### src/rtl/xfc_pkg.sv
package xfc_pkg;
  // Request sources; a lower value means higher priority.
  typedef enum logic [1:0] {
    SRC_SW_XOFF   = 2'd0,
    SRC_SW_XON    = 2'd1,
    SRC_AUTO_XOFF = 2'd2,
    SRC_AUTO_XON  = 2'd3
  } ctl_src_e;

  localparam int NUM_SRC = 4;

  function automatic logic src_is_xoff(ctl_src_e s);
    return (s == SRC_SW_XOFF) || (s == SRC_AUTO_XOFF);
  endfunction
endpackage

### src/rtl/xfc_rx_watch.sv
module xfc_rx_watch #(
  parameter int CHAR_W = 8
) (
  input  logic              clk,
  input  logic              rst_n,
  input  logic              en,
  input  logic              rx_valid,
  input  logic [CHAR_W-1:0] rx_byte,
  input  logic [CHAR_W-1:0] xon_code,
  input  logic [CHAR_W-1:0] xoff_code,
  input  logic [1:0]        irq_clr,
  output logic              paused,
  output logic              irq_xon,
  output logic              irq_xoff
);
  logic hit_on, hit_off;

  assign hit_on  = en && rx_valid && (rx_byte == xon_code);
  assign hit_off = en && rx_valid && (rx_byte == xoff_code);

  always_ff @(posedge clk or negedge rst_n) begin
    if (!rst_n) begin
      paused   <= 1'b0;
      irq_xon  <= 1'b0;
      irq_xoff <= 1'b0;
    end else begin
      // Halt state: dropped when disabled, resume wins over halt
      if (!en)          paused <= 1'b0;
      else if (hit_on)  paused <= 1'b1 ^ 1'b1;
      else if (hit_off) paused <= 1'b1;
      // Sticky flags: a new event beats a clear in the same cycle
      irq_xon  <= hit_on  | (irq_xon  & ~irq_clr[0]);
      irq_xoff <= hit_off | (irq_xoff & ~irq_clr[1]);
    end
  end
endmodule

### src/rtl/xfc_ctl_arb.sv
module xfc_ctl_arb
  import xfc_pkg::*;
#(
  parameter int LVL_W  = 8,
  parameter int CHAR_W = 8
) (
  input  logic              clk,
  input  logic              rst_n,
  input  logic              en,
  input  logic [LVL_W-1:0]  level,
  input  logic [LVL_W-1:0]  hi_thr,
  input  logic [LVL_W-1:0]  lo_thr,
  input  logic [CHAR_W-1:0] xon_code,
  input  logic [CHAR_W-1:0] xoff_code,
  input  logic              sw_xon_set,
  input  logic              sw_xoff_set,
  input  logic              ctl_ready,
  output logic              ctl_valid,
  output logic [CHAR_W-1:0] ctl_data,
  output logic              sw_xon_pend,
  output logic              sw_xoff_pend
);
  logic [NUM_SRC-1:0] req;
  logic               halted;     // last accepted character was XOFF
  logic               found;
  logic [1:0]         pick_idx;
  ctl_src_e           pick_src;
  ctl_src_e           cur_src;
  logic               grant;

  assign req[SRC_SW_XOFF]   = sw_xoff_pend;
  assign req[SRC_SW_XON]    = sw_xon_pend;
  assign req[SRC_AUTO_XOFF] = en && (level > hi_thr) && !halted;
  assign req[SRC_AUTO_XON]  = en && (level < lo_thr) && halted;

  // Fixed priority: lowest index wins
  always_comb begin
    found    = 1'b0;
    pick_idx = 2'd0;
    for (int i = NUM_SRC - 1; i >= 0; i--) begin
      if (req[i]) begin
        found    = 1'b1;
        pick_idx = 2'(i);
      end
    end
  end

  assign pick_src = ctl_src_e'(pick_idx);
  assign grant    = ctl_valid && ctl_ready;

  always_ff @(posedge clk or negedge rst_n) begin
    if (!rst_n) begin
      ctl_valid <= 1'b0;
      ctl_data  <= '0;
      cur_src   <= SRC_SW_XOFF;
      halted    <= 1'b0;
    end else if (grant) begin
      ctl_valid <= 1'b0;
      halted    <= src_is_xoff(cur_src);
    end else if (!ctl_valid && found) begin
      ctl_valid <= 1'b1;
      cur_src   <= pick_src;
      ctl_data  <= src_is_xoff(pick_src) ? xoff_code : xon_code;
    end
  end

  always_ff @(posedge clk or negedge rst_n) begin
    if (!rst_n) begin
      sw_xon_pend  <= 1'b0;
      sw_xoff_pend <= 1'b0;
    end else begin
      sw_xoff_pend <= sw_xoff_set |
                      (sw_xoff_pend & ~(grant && cur_src == SRC_SW_XOFF));
      sw_xon_pend  <= sw_xon_set |
                      (sw_xon_pend & ~(grant && cur_src == SRC_SW_XON));
    end
  end
endmodule

### src/rtl/xfc_tx_gate.sv
module xfc_tx_gate (
  input  logic hold,
  input  logic in_valid,
  output logic in_ready,
  output logic out_valid,
  input  logic out_ready
);
  assign out_valid = in_valid  && !hold;
  assign in_ready  = out_ready && !hold;
endmodule

### src/rtl/xonxoff_flow_ctrl.sv
module xonxoff_flow_ctrl #(
  parameter int LVL_W  = 8,
  parameter int CHAR_W = 8
) (
  input  logic              clk,
  input  logic              rst_n,
  input  logic              cfg_en,
  input  logic [LVL_W-1:0]  cfg_hi_thr,
  input  logic [LVL_W-1:0]  cfg_lo_thr,
  input  logic [CHAR_W-1:0] cfg_xon_code,
  input  logic [CHAR_W-1:0] cfg_xoff_code,
  input  logic              sw_xon_set,
  input  logic              sw_xoff_set,
  input  logic [1:0]        irq_clr,
  input  logic [LVL_W-1:0]  rx_level,
  input  logic              rx_byte_valid,
  input  logic [CHAR_W-1:0] rx_byte,
  output logic              ctl_valid,
  output logic [CHAR_W-1:0] ctl_data,
  input  logic              ctl_ready,
  input  logic              tx_in_valid,
  output logic              tx_in_ready,
  output logic              tx_out_valid,
  input  logic              tx_out_ready,
  output logic              sw_xon_pend,
  output logic              sw_xoff_pend,
  output logic              irq_xon_raw,
  output logic              irq_xoff_raw,
  output logic              tx_paused
);
  xfc_ctl_arb #(.LVL_W(LVL_W), .CHAR_W(CHAR_W)) u_arb (
    .clk          (clk),
    .rst_n        (rst_n),
    .en           (cfg_en),
    .level        (rx_level),
    .hi_thr       (cfg_hi_thr),
    .lo_thr       (cfg_lo_thr),
    .xon_code     (cfg_xon_code),
    .xoff_code    (cfg_xoff_code),
    .sw_xon_set   (sw_xon_set),
    .sw_xoff_set  (sw_xoff_set),
    .ctl_ready    (ctl_ready),
    .ctl_valid    (ctl_valid),
    .ctl_data     (ctl_data),
    .sw_xon_pend  (sw_xon_pend),
    .sw_xoff_pend (sw_xoff_pend)
  );

  xfc_rx_watch #(.CHAR_W(CHAR_W)) u_rx (
    .clk       (clk),
    .rst_n     (rst_n),
    .en        (cfg_en),
    .rx_valid  (rx_byte_valid),
    .rx_byte   (rx_byte),
    .xon_code  (cfg_xon_code),
    .xoff_code (cfg_xoff_code),
    .irq_clr   (irq_clr),
    .paused    (tx_paused),
    .irq_xon   (irq_xon_raw),
    .irq_xoff  (irq_xoff_raw)
  );

  xfc_tx_gate u_gate (
    .hold      (tx_paused),
    .in_valid  (tx_in_valid),
    .in_ready  (tx_in_ready),
    .out_valid (tx_out_valid),
    .out_ready (tx_out_ready)
  );
endmodule

### config.mk
export PLATFORM = sky130hd
export DESIGN_NAME = xonxoff_flow_ctrl
export DESIGN_NICKNAME = d
export VERILOG_FILES = /design/src/rtl/xfc_pkg.sv /design/src/rtl/xfc_rx_watch.sv /design/src/rtl/xfc_ctl_arb.sv /design/src/rtl/xfc_tx_gate.sv /design/src/rtl/xonxoff_flow_ctrl.sv
export SDC_FILE = /design/constraint.sdc
export NUM_CORES = 1
export LEC_CHECK = 0
export BUFFER_PORTS_ARGS = -buffer_cell sky130_fd_sc_hd__buf_2
export CORE_UTILIZATION = 33
export CTS_CLUSTER_SIZE = 40
export DETAILED_ROUTE_END_ITERATION = 10
export SETUP_SLACK_MARGIN = 0.1
export SLEW_MARGIN = 20
export SYNTH_ARGS = -nofsm -noshare
export SYNTH_HDL_FRONTEND = slang
export SYNTH_SLANG_ARGS = --single-unit
### constraint.sdc
create_clock -name clk -period 1.8 [get_ports clk]
set_input_delay 0.09 -clock clk [delete_from_list [all_inputs] [get_ports clk]]
set_output_delay 0.09 -clock clk [all_outputs]
set_load 0.03 [all_outputs]
---- After elaboration in Yosys (flattened, before gate mapping) ----
Cells that the tools add are included.
cells by class
  $lt $le $gt $ge ......................... 2
  eq/ne operators ......................... 6
  muxes and demuxes ....................... 14
  bitwise operators ....................... 13
  reductions and logical operators ........ 22
operator list
  cell                  number
  $eq A8 B8 Y1          2
  $logic_and A1 B1 Y1   13
  $mux W1               9
  $gt A8 B8 Y1          1
  $lt A8 B8 Y1          1
  $mux W2               4
  $mux W8               1
  $not A1 Y1            5
  $and A1 B1 Y1         4
  $eq A2 B2 Y1 const B  2
  $logic_not A2 Y1      2
  $or A1 B1 Y1          4
  $logic_not A1 Y1      3
  $ne A3 B1 Y1 const B  1
  $eq A2 B1 Y1 const B  1
  $logic_or A1 B1 Y1    2
  $reduce_and A2 Y1     1
  $reduce_bool A2 Y1    1
storage, ports and cells
  bits in registers ....................... 17
  output and inout port bits .............. 16
  logic and storage cells ................. 66

---- Longest topological paths before layout ----
Gate-level depths: netlist of run 1.
  depth in word-level cells ............... 10
  depth in mapped cells ................... 8

---- Cells and area by module ----
From an unflattened synthesis of run 1, not the netlist that was laid out.
unflattened totals
  cell total of the unflattened synthesis .. 137
  area, all modules ....................... 1390.1 um2
modules (own cells, without submodules)
  module        times used  cells an instance  area each (um2)  sequential area each (um2)
  xfc_ctl_arb   1           104                1088.5           350.3
  xfc_rx_watch  1           31                 289.0            75.1
  xfc_tx_gate   1           2                  12.5             0.0

---- Worst setup path after synthesis of run 1 ----
OpenSTA, ideal clock, no wires.
  path type ............................... input-to-reg
  start point ............................. input cfg_lo_thr[5]
  end point ............................... register u_arb.ctl_data[0]
  arrival time ............................ 1.623 ns
  required time ........................... 1.675 ns
  slack ................................... 0.053 ns
  stages on the path ...................... 8
  buffers on the path ..................... 0
  cells stage by stage .................... inv_1 ha_1 a211oi_2 nand2_1 o21ai_0 nand2_1 a31oi_4 mux2_2
on the way
  word-level cells in the longest chain between the ends .. 10
  elaborated cells on any way between the ends .. 17
  those cells by class .................... 1 x order compare; 1 x eq/ne; 9 x mux; 6 x reduce/logical
RTL lines
  element                                                  RTL line                source
  from (decl)                                              xonxoff_flow_ctrl.sv:9  input logic [LVL_W-1:0] cfg_lo_thr,
  $lt A8 B8 Y1 *                                           xfc_ctl_arb.sv:34       assign req[SRC_AUTO_XON] = en && (level < lo_thr) && halted;
  $logic_and A1 B1 Y1 * (2 in a row)                       xfc_ctl_arb.sv:34
  $mux W2 (4 in a row)                                     xfc_ctl_arb.sv:41       if (req[i]) begin
  $eq A2 B2 Y1 / $logic_not A2 Y1 (equally long branches)  xfc_pkg.sv:13           return (s == SRC_SW_XOFF) || (s == SRC_AUTO_XOFF);
  $logic_or A1 B1 Y1                                       xfc_pkg.sv:13
  $mux W8                                                  xfc_ctl_arb.sv:63       ctl_data <= src_is_xoff(pick_src) ? xoff_code : xon_code;
  to (signal assigned)                                     xfc_ctl_arb.sv:63
  to (decl)                                                xfc_ctl_arb.sv:19       output logic [CHAR_W-1:0] ctl_data,
Mark *: on every way between the ends. The rest lies on a longest branch, timed or not.
A chain may end at the register's enable or synchronous reset.

---- Worst setup path after layout of run 1 ----
  start point ............................. input rx_level[7]
  end point ............................... register u_arb.ctl_data[5]
on the way
  word-level cells in the longest chain between the ends .. 10
  elaborated cells on any way between the ends .. 20
  those cells by class .................... 2 x order compare; 1 x eq/ne; 9 x mux; 8 x reduce/logical
RTL lines
  element                                                  RTL line                 source
  from (decl)                                              xonxoff_flow_ctrl.sv:15  input logic [LVL_W-1:0] rx_level,
  $lt A8 B8 Y1                                             xfc_ctl_arb.sv:34
  $logic_and A1 B1 Y1 (2 in a row)                         xfc_ctl_arb.sv:34
  $mux W2 (4 in a row)                                     xfc_ctl_arb.sv:41
  $eq A2 B2 Y1 / $logic_not A2 Y1 (equally long branches)  xfc_pkg.sv:13
  $logic_or A1 B1 Y1                                       xfc_pkg.sv:13
  $mux W8                                                  xfc_ctl_arb.sv:63
Parallel ways exist; a longest one is shown, timed or not.

==> results.sh, run 1 <==
export IMPL_outcome="completed"
export IMPL_drt_wl_total_um=3349
export IMPL_drv_slew=0
export IMPL_drive_gt1_share_pct=53.15
export IMPL_stdcell_area_um2=2061
export IMPL_path_cells="buf_2 -> ha_1 -> o211ai_1 -> nor2_1 -> o211ai_2 -> o211ai_4 -> mux2_2 -> mux2_4"
export IMPL_period_needed_ns=1.668
export IMPL_first_pass_iters=4
export IMPL_synth_fa_ha_area_share_pct=13.57
export IMPL_cp_required_ns=1.94
export IMPL_antenna_left=0
export IMPL_rsz0062_at_grt="yes"
export IMPL_htreeDepth=1
export IMPL_tightest_slew_ns=0.4264
export IMPL_insertion_delay_ns=0.25
export IMPL_fin_setup_tns_ns=0
export IMPL_placed_area_um2=1838
export IMPL_cts_root_buffer="clkbuf_8"
export IMPL_yosys_warnings=0
export IMPL_cp_buffers_inverters=1
export IMPL_fillCellCount=389
export IMPL_drt_iter0_drc=32
export IMPL_track_usage_pct=15.64
export IMPL_worst_slack_ns=0.1319
export IMPL_synth_top_family_by_area="compound AO/OA/AOI/OAI gates"
export IMPL_hold_violations=0
export IMPL_syn_area_um2=1383
export IMPL_synth_seq_cells=17
export IMPL_ys_types=33
export IMPL_crit_path_start_kind="input pin"
export IMPL_cts_num_sinks=17
export IMPL_maxSlewHeadroom_pct=71.47
export IMPL_min_path_type="in -> reg"
export IMPL_critPathTopFamily="multiplexers"
export IMPL_syn_avg_cell_area_um2=10.09
export IMPL_gr_max_usage_layer="met2"
export IMPL_die_area_um2=4452
export IMPL_dpl_hpwl_um=2800
export IMPL_slowest_delay_ns=0.39
export IMPL_finalSetupViolations=0
export IMPL_vias=1271
export IMPL_avgViaCountPerCell=4.673
export IMPL_synthSimpleGateAreaFrac_pct=9.864
export IMPL_fin_nets=297
export IMPL_drv_cap=0
export IMPL_path_class="in -> reg"
export IMPL_skew_ns=0.001787
export IMPL_grt_use_met1_pct=21.84
export IMPL_antenna_found_initial=0
export IMPL_syn_to_final_growth_pct=49.05
export IMPL_n_antenna_cell=0
export IMPL_synthMuxAreaShare_pct=14.03
export IMPL_post_place_ws_ns=-0.1894
export IMPL_core_area_um2=4000
export IMPL_crit_path_top_delay_cell="mux2_2"
export IMPL_cts_buffers=3
export IMPL_fmax_ghz=0.5995
export IMPL_cp_end_kind="register"
export IMPL_arrival_ns=1.81
export IMPL_grt_pass1_wl_um=5271
export IMPL_holdWs_ns=0.01692
export IMPL_clockBufferDepth=2
export IMPL_grt_max_degree=18
export IMPL_gp_congestion=0.7682
export IMPL_clk_pin_slew_ns=0.07
export IMPL_synth_compound_area_share_pct=15.93
export IMPL_postSynthNetCount=211
export IMPL_initial_core_util_pct=34.56
export IMPL_std_cell_rows=23
export IMPL_fp_dieH_um=66.73
export IMPL_power_density_nw_per_um2=1009
export IMPL_seq_area_frac_synth_pct=30.77
export IMPL_grt_overflow_total=0
export IMPL_cp_max_fo=9
export IMPL_ir_worst_vdd_mv=1.165
export IMPL_synthXorXnorAreaFrac_pct=10.14
export IMPL_p_leak_uw=0.001039
export IMPL_drc=0
export IMPL_cts_tree="built"
export IMPL_period_share_pct=92.67
export IMPL_synthCells=137
export IMPL_met3_usage_pct=2.226
export IMPL_die_w_um=66.73
export IMPL_grt_pass1_vias=1205
export IMPL_grtUsageMet2_pct=25.38
export IMPL_io_pins=75
export IMPL_port_buffers=74
export IMPL_reg2reg_slack_ns=0.14
export IMPL_wl_per_cell_um=12.31
[cell usage in the layout (no fill, tap or decap), types with 4 or more instances in the layout]
master / n
xnor2_1: 14
nand4_1: 4
buf_2: 74
buf_4: 4
ha_1: 9
ha_4: 6
inv_1: 21
nor2_1: 5
nand2_1: 5
dfrtp_1: 17
mux2_4: 6
mux2_2: 10
[cells in the mapped netlist]
cell      count  area [um2]
o211ai_1      3       22.52
a31oi_4       1       21.27
o21bai_1      1       7.510
o31ai_2       1       12.51
a211oi_1      1       7.510
o211ai_2      1       12.51
inv_1        21       78.83
nor3_1        2       10.01
mux2_2       15       168.9
nor2b_1       3       18.77
a211oi_4      1       20.02
xor2_1        2       17.52
nand3_1       2       10.01
nor3b_1       1       7.510
mux2i_1       1       10.01
a211oi_2      1       12.51
xnor2_1      14       122.6
nor2_1        5       18.77
nor4_1        1       6.260
ha_1         15       187.7
mux2_4        1       15.01
nand2_1       7       26.28
or3_1         1       6.260
o22a_1        1       8.760
nand4_1       4       25.02
o211a_1       1       10.01
o21ai_0       4       20.02
or4_1         1       7.510
dfrtp_1      17       425.4
a21oi_1       4       20.02
o211ai_4      1       21.27
a21o_1        2       15.01
a21o_2        1       8.760
[through the flow]
stage / power, uW / std cells / utilization [%]
3_3_place_gp: 1644 / 264 / 45.95
6_report: 2080 / 272 / 51.52
2_1_floorplan: 1321 / 137 / -
5_1_grt: 2221 / 272 / 51.52
3_5_place_dp: 1649 / 264 / 45.95
4_1_cts: 1993 / 270 / 48.23
[layer usage]
metal  share of wire [%]  vias up
met5                   0        -
met4                0.51        0
met3                 3.5        2
met2                  50       25
met1                  46      593
li1                    -      651
[report_power, final]
part / total (uW) / switching, uW / internal (uW)
clock: 286 / 130 / 156
combinational: 1150 / 600 / 546
sequential: 648 / 119 / 528
total: 2080 / 850 / 1230
[cell type report]
cell class / count / area [um2] / share of cell area, %
sequential: 17 / 425.4 / 20.64
clock buffer: 3 / 41.29 / 2.004
inverter: 21 / 78.83 / 3.825
timing repair buffer: 80 / 421.7 / 20.46
multi-input combinational: 100 / 1023 / 49.67
tap: 50 / 62.56 / 3.036
clock inverter: 1 / 7.507 / 0.3643
[worst paths after layout]
path                                     from           endpoint  cells after the start
worst max-delay path              rx_level[7]  u_arb.ctl_data[5]                      8
worst min-delay path               sw_xon_set  u_arb.sw_xon_pend                      2
worst max register to register   u_arb.halted  u_arb.ctl_data[5]                      5
worst min register to register  u_rx.irq_xoff      u_rx.irq_xoff                      1
max in group asynchronous               rst_n  u_arb.ctl_data[2]                      2
min in group asynchronous               rst_n      u_rx.irq_xoff                      2
[what timing repair did]
item                       in CTS  in global routing
hold endpoints to repair       17                  0
resized for setup               3                 17
hold buffers                    1                  0
setup buffers                   0                  2
gates cloned                    1                  0
pin swaps                       1                 13
setup endpoints to repair       8                 10
[cell families (layout without fill, tap and decap cells)]
| family | Yosys count | after routing |
|---|---|---|
| compound gates | 24 | 25 |
| xor+xnor | 16 | 16 |
| buf+inv | 21 | 105 |
| flops | 17 | 17 |
| simple gates | 27 | 27 |
| mux | 17 | 17 |
| fa+ha+maj | 15 | 15 |
[registers in the layout, indices dropped and copies added (netlist names)]
register            cells
u_arb.ctl_valid         1
u_arb.sw_xon_pend       1
u_arb.cur_src           2
u_rx.paused             1
u_arb.ctl_data          8
u_arb.halted            1
u_rx.irq_xon            1
u_arb.sw_xoff_pend      1
u_rx.irq_xoff           1
(Power assumes the default switching activity.)
==> run 2, diff against run 1 <==
--- a/config.mk
+++ b/config.mk
@@ -6,6 +6,7 @@
 export NUM_CORES = 1
 export LEC_CHECK = 0
 export BUFFER_PORTS_ARGS = -buffer_cell sky130_fd_sc_hd__buf_2
+export CORE_ASPECT_RATIO = 0.6
 export CORE_UTILIZATION = 33
 export CTS_CLUSTER_SIZE = 40
 export DETAILED_ROUTE_END_ITERATION = 10
==> results.sh, run 2 (synthesized netlist as in run 1, its figures left out) <==
export IMPL_initial_core_util_pct=36.11
export IMPL_outcome="completed"
export IMPL_clk_pin_slew_ns=0.07
export IMPL_largest_reg_flops=8
export IMPL_crit_path_start_kind="register"
export IMPL_grt_max_degree=18
export IMPL_dpl_hpwl_um=2803
export IMPL_finalSetupViolations=0
export IMPL_cts_num_sinks=17
export IMPL_fillCellCount=359
export IMPL_antenna_found_initial=0
export IMPL_clockBufferDepth=2
export IMPL_power_density_nw_per_um2=1027
export IMPL_drive_gt1_share_pct=48.87
export IMPL_port_buffers=74
export IMPL_fmax_ghz=0.5744
export IMPL_regMostFlops="u_arb.ctl_data"
export IMPL_final_cell_mix="buf_2 (74), inv_1 (21), dfrtp_1 (17), mux2_2 (15), ha_1 (15)"
export IMPL_fp_dieH_um=52.14
export IMPL_period_needed_ns=1.741
export IMPL_drt_wl_total_um=3258
export IMPL_rsz0062_at_grt="yes"
export IMPL_maxSlewHeadroom_pct=69.88
export IMPL_tightest_slew_ns=0.4477
export IMPL_period_share_pct=96.72
export IMPL_path_cells="nand2_2 -> a211oi_4 -> buf_4 -> o211ai_4 -> buf_12 -> mux2_2 -> mux2_2"
export IMPL_p_seq_share_pct=32.2
export IMPL_std_cell_rows=17
export IMPL_cp_required_ns=1.93
export IMPL_n_antenna_cell=0
export IMPL_syn_to_final_growth_pct=40.91
export IMPL_critPathTopFamily="multiplexers"
export IMPL_top_regs="u_arb.ctl_data (8), u_arb.cur_src (2)"
export IMPL_antenna_left=0
export IMPL_fin_setup_tns_ns=0
export IMPL_core_area_um2=3829
export IMPL_instances_no_fill=268
export IMPL_wl_per_cell_um=12.16
export IMPL_vias=1230
export IMPL_critPathMostFrequentCell="mux2_2"
export IMPL_die_area_um2=4461
export IMPL_p_sw_share_pct=41.26
export IMPL_intPower_uw=1176
export IMPL_cp_max_fo=9
export IMPL_grt_pass1_wl_um=5188
export IMPL_drv_cap=0
export IMPL_first_pass_iters=4
export IMPL_holdWs_ns=0.01813
export IMPL_min_path_type="in -> reg"
export IMPL_cts_buffers=3
export IMPL_grt_overflow_total=0
export IMPL_p_leak_uw=0.001011
export IMPL_drc=0
export IMPL_combPwrFrac_pct=53.6
export IMPL_insertion_delay_ns=0.25
export IMPL_avgViaCountPerCell=4.590
export IMPL_cp_end_kind="register"
export IMPL_p_sw_uw=825.6
export IMPL_htreeDepth=1
export IMPL_cp_buffers_inverters=2
export IMPL_drv_slew=0
export IMPL_layout_commonest_cell="buf_2"
export IMPL_slowest_delay_ns=0.41
export IMPL_track_usage_pct=15.40
export IMPL_hold_violations=0
export IMPL_gp_congestion=0.7188
export IMPL_grt_pass1_vias=1128
export IMPL_fin_nets=296
export IMPL_path_class="reg -> reg"
export IMPL_crit_path_top_delay_cell="dfrtp_1"
export IMPL_cts_root_buffer="clkbuf_8"
export IMPL_ir_worst_vdd_mv=0.7027
export IMPL_cts_tree="built"
export IMPL_io_pins=75
export IMPL_drt_iter0_drc=46
export IMPL_place_inst=260
export IMPL_skew_ns=0.004988
export IMPL_arrival_ns=1.88
export IMPL_p_clk_share_pct=14.2
export IMPL_die_w_um=85.56
-- run 2: cell types whose count changed in the layout (fill, tap and decap cells not counted), moves of 5 or more --
cell    before  now
mux2_2      10   15
mux2_4       6    1
ha_1         9   15
ha_4         6    0
-- run 2: area by class of cell --
| class | instances | area (um2) | share of cell area [%] |
|---|---|---|---|
| sequential | 17 | 425.4 | 21.84 |
| clock buffer | 3 | 41.29 | 2.119 |
| tap | 47 | 58.81 | 3.019 |
| multi-input combinational | 100 | 913.4 | 46.88 |
| inverter | 21 | 78.83 | 4.046 |
| clock inverter | 1 | 7.507 | 0.3854 |
| timing repair buffer | 79 | 422.9 | 21.71 |
-- run 2: stage by stage --
stage               cell area [um2]  worst slack (ns)  util (%)  power [uW]
global route                   1948         -0.001401     50.88        2143
floorplan                      1383           0.07211         -        1321
global placement               1827           -0.1792     47.71        1629
finish                         1948           0.05903     50.88        2001
CTS                            1916           0.06255     50.03        1985
detailed placement             1827           -0.1986     47.71        1633
-- run 2: timing repair --
item / in CTS / in global routing
cloned: 0 / 1
pin swaps: 1 / 1
hold buffers: 1 / 0
gates resized for setup: 1 / 4
setup endpoints to repair: 8 / 9
hold endpoints to repair: 17 / 0
buffers inserted: 2 / 0
-- run 2: worst register-to-register path, cell delays in order (launching register included) --
cell and delay, ns:
dfrtp_1 0.41, nand2_2 0.10, a211oi_4 0.05, buf_4 0.15, o211ai_4 0.19, buf_12 0.15
mux2_2 0.33, mux2_2 0.26
-- run 2: worst paths after layout --
check	startpoint	to	slack, ns	depth (start not counted)
max in group asynchronous	rst_n	u_arb.ctl_data[0]	1.24	2
setup reg to reg	u_arb.halted	u_arb.ctl_data[0]	0.06	7
min in group asynchronous	rst_n	u_arb.ctl_data[1]	0.29	2
setup / recovery	u_arb.halted	u_arb.ctl_data[0]	0.06	7
hold / removal	sw_xon_set	u_arb.sw_xon_pend	0.02	2
hold reg to reg	u_rx.irq_xoff	u_rx.irq_xoff	0.47	1
-- run 2: layer usage --
layer / global-route usage (%) / up-vias / share of wire [%]
met5: 0 / - / 0
met4: 3.333 / 0 / 0.71
met3: 3.333 / 2 / 2.6
met2: 21.47 / 20 / 41
met1: 23.76 / 555 / 55
li1: - / 653 / -
-- run 2: power groups by stage --
stage	Combinational, uW	Sequential (uW)	Clock, uW
final	1070	645	284
after global placement	987	642	0
after global routing	1160	666	319
after floorplan	464	856	0
after CTS	1050	638	300
after detailed placement	990	643	0
==> run 3, diff against run 2 <==
--- a/config.mk
+++ b/config.mk
@@ -6,10 +6,14 @@
 export NUM_CORES = 1
 export LEC_CHECK = 0
 export BUFFER_PORTS_ARGS = -buffer_cell sky130_fd_sc_hd__buf_2
+export CELL_PAD_IN_SITES_DETAIL_PLACEMENT = 1
+export CELL_PAD_IN_SITES_GLOBAL_PLACEMENT = 2
 export CORE_ASPECT_RATIO = 0.6
-export CORE_UTILIZATION = 33
+export CORE_MARGIN = 2
+export CORE_UTILIZATION = 25
 export CTS_CLUSTER_SIZE = 40
 export DETAILED_ROUTE_END_ITERATION = 10
+export PLACE_DENSITY_LB_ADDON = 0.1
 export SETUP_SLACK_MARGIN = 0.1
 export SLEW_MARGIN = 20
 export SYNTH_ARGS = -nofsm -noshare
==> results.sh, run 3 (synthesized netlist as in run 1, its figures left out) <==
export IMPL_outcome="completed"
export IMPL_ir_worst_vdd_mv=0.6182
export IMPL_rsz0062_at_grt="yes"
export IMPL_critPathTopFamily="multiplexers"
export IMPL_period_share_pct=97.67
export IMPL_antenna_left=0
export IMPL_r2r_start="u_arb.halted"
export IMPL_avgViaCountPerCell=4.522
export IMPL_grt_max_degree=18
export IMPL_maxSlewHeadroom_pct=65.72
export IMPL_die_w_um=100.0
export IMPL_crit_path_top_delay_cell="dfrtp_1"
export IMPL_grt_overflow_total=0
export IMPL_power_uw=2053
export IMPL_drt_wl_total_um=4314
export IMPL_power_density_nw_per_um2=1030
export IMPL_cp_end_kind="register"
export IMPL_drv_cap=0
export IMPL_port_buffers=74
export IMPL_top_regs="u_arb.ctl_data (8), u_arb.cur_src (2)"
export IMPL_path_cells="nand2_2 -> a211oi_4 -> buf_4 -> o211ai_4 -> buf_12 -> mux2_2 -> mux2_2"
export IMPL_crit_path_start_kind="register"
export IMPL_path_class="reg -> reg"
export IMPL_startpoint="u_arb.halted"
export IMPL_vias=1316
export IMPL_clk_pin_slew_ns=0.06
export IMPL_p_sw_share_pct=41.75
export IMPL_drt_iter0_drc=22
export IMPL_wl_per_cell_um=14.82
export IMPL_clockBufferDepth=2
export IMPL_hold_violations=0
export IMPL_first_pass_iters=4
export IMPL_regMostFlops="u_arb.ctl_data"
export IMPL_grt_pass1_wl_um=6941
export IMPL_fmax_ghz=0.5688
export IMPL_fillCellCount=644
export IMPL_std_cell_rows=20
export IMPL_drc=0
export IMPL_critPathMostFrequentCell="mux2_2"
export IMPL_largest_reg_flops=8
export IMPL_regArea_um2=425.4
export IMPL_fin_util_pct=38.29
export IMPL_holdWs_ns=0.01274
export IMPL_fp_dieH_um=61.61
export IMPL_cts_num_sinks=17
export IMPL_p_leak_uw=0.001030
export IMPL_final_cell_mix="buf_2 (74), inv_1 (21), dfrtp_1 (17), mux2_2 (15), ha_1 (15)"
export IMPL_min_path_type="in -> reg"
export IMPL_gp_congestion=0.7149
export IMPL_fin_setup_tns_ns=0
export IMPL_finalSetupViolations=0
export IMPL_arrival_ns=1.90
export IMPL_die_area_um2=6161
export IMPL_cts_root_buffer="clkbuf_8"
export IMPL_n_antenna_cell=0
export IMPL_skew_ns=0.002314
export IMPL_place_inst=282
export IMPL_layout_commonest_cell="buf_2"
export IMPL_insertion_delay_ns=0.25
export IMPL_p_sw_uw=857.3
export IMPL_cp_buffers_inverters=2
export IMPL_drive_gt1_share_pct=49.78
export IMPL_cp_required_ns=1.94
export IMPL_core_area_um2=5205
export IMPL_multiInputGateArea_um2=908.4
export IMPL_p_seq_share_pct=31.7
export IMPL_cts_buffers=3
export IMPL_dpl_hpwl_um=3717
export IMPL_track_usage_pct=14.93
export IMPL_p_clk_share_pct=14.0
export IMPL_instances_no_fill=291
export IMPL_antenna_found_initial=0
export IMPL_syn_to_final_growth_pct=44.16
export IMPL_io_pins=75
export IMPL_period_needed_ns=1.758
export IMPL_hp_start="irq_clr[0]"
export IMPL_drv_slew=0
export IMPL_htreeDepth=1
export IMPL_combPwrFrac_pct=54.3
export IMPL_fin_nets=300
export IMPL_tightest_slew_ns=0.5123
export IMPL_slowest_delay_ns=0.41
export IMPL_cp_max_fo=9
export IMPL_cts_tree="built"
export IMPL_grt_pass1_vias=1395
export IMPL_initial_core_util_pct=26.56
export IMPL_intPower_uw=1196
run 3: cell count changes in the layout (fill, tap and decap cells not counted):
cell,before,now
a21oi_2,0,1
buf_4,3,7
o31ai_2,0,1
o31ai_4,1,0
a21oi_1,4,3
clkbuf_1,0,1
clkinvlp_4,1,0
run 3: area by class of cell:
type | instances | share of cell area (%)
clock buffer | 4 | 2.260
inverter | 21 | 3.955
tap | 66 | 4.143
timing repair buffer | 83 | 22.72
multi-input combinational | 100 | 45.57
sequential | 17 | 21.34
run 3: worst paths after layout:
path / endpoint / slack [ns] / depth (start not counted)
min reg2reg: u_rx.irq_xoff / 0.47 / 1
min: u_rx.irq_xon / 0.01 / 2
max reg2reg: u_arb.ctl_data[1] / 0.04 / 7
max: u_arb.ctl_data[1] / 0.04 / 7
max in group asynchronous: u_arb.cur_src[1] / 1.22 / 2
min in group asynchronous: u_rx.irq_xon / 0.29 / 2
run 3: stage by stage:
step | worst slack [ns] | cell area (um2)
after global placement | -0.2450 | 1873
after CTS | 0.04805 | 1991
final | 0.04190 | 1993
after global routing | -0.02191 | 1993
after floorplan | 0.07211 | 1383
after detailed placement | -0.2886 | 1873
run 3: worst register-to-register path: stages (launching register included):
cell      delay [ns]
dfrtp_1         0.41
nand2_2         0.10
a211oi_4        0.05
buf_4           0.14
o211ai_4        0.19
buf_12          0.15
mux2_2          0.34
mux2_2          0.27
run 3: power by group through the flow:
stage,logic (uW),registers [uW],clock network (uW)
finish,1110,651,288
floorplan,464,856,0
global placement,998,649,0
detailed placement,1020,650,0
CTS,1120,654,301
global route,1210,675,323
run 3: routing by layer:
metal | up-vias | wire length, um | global-route usage (%) | part of all wire, %
met5 | - | 0 | 0 | 0
met4 | 0 | 11 | 2.348 | 0.25
met3 | 2 | 217 | 3.519 | 5.0
met2 | 36 | 1844 | 23.65 | 43
met1 | 618 | 2240 | 21.34 | 52
li1 | 660 | - | - | -
run 3: repair_timing:
item	CTS	global route
cloned	1	0
hold buffers	1	0
setup endpoints to repair	8	9
hold endpoints to repair	17	0
buffers inserted	3	0
gates resized for setup	3	2
pin swaps	2	2
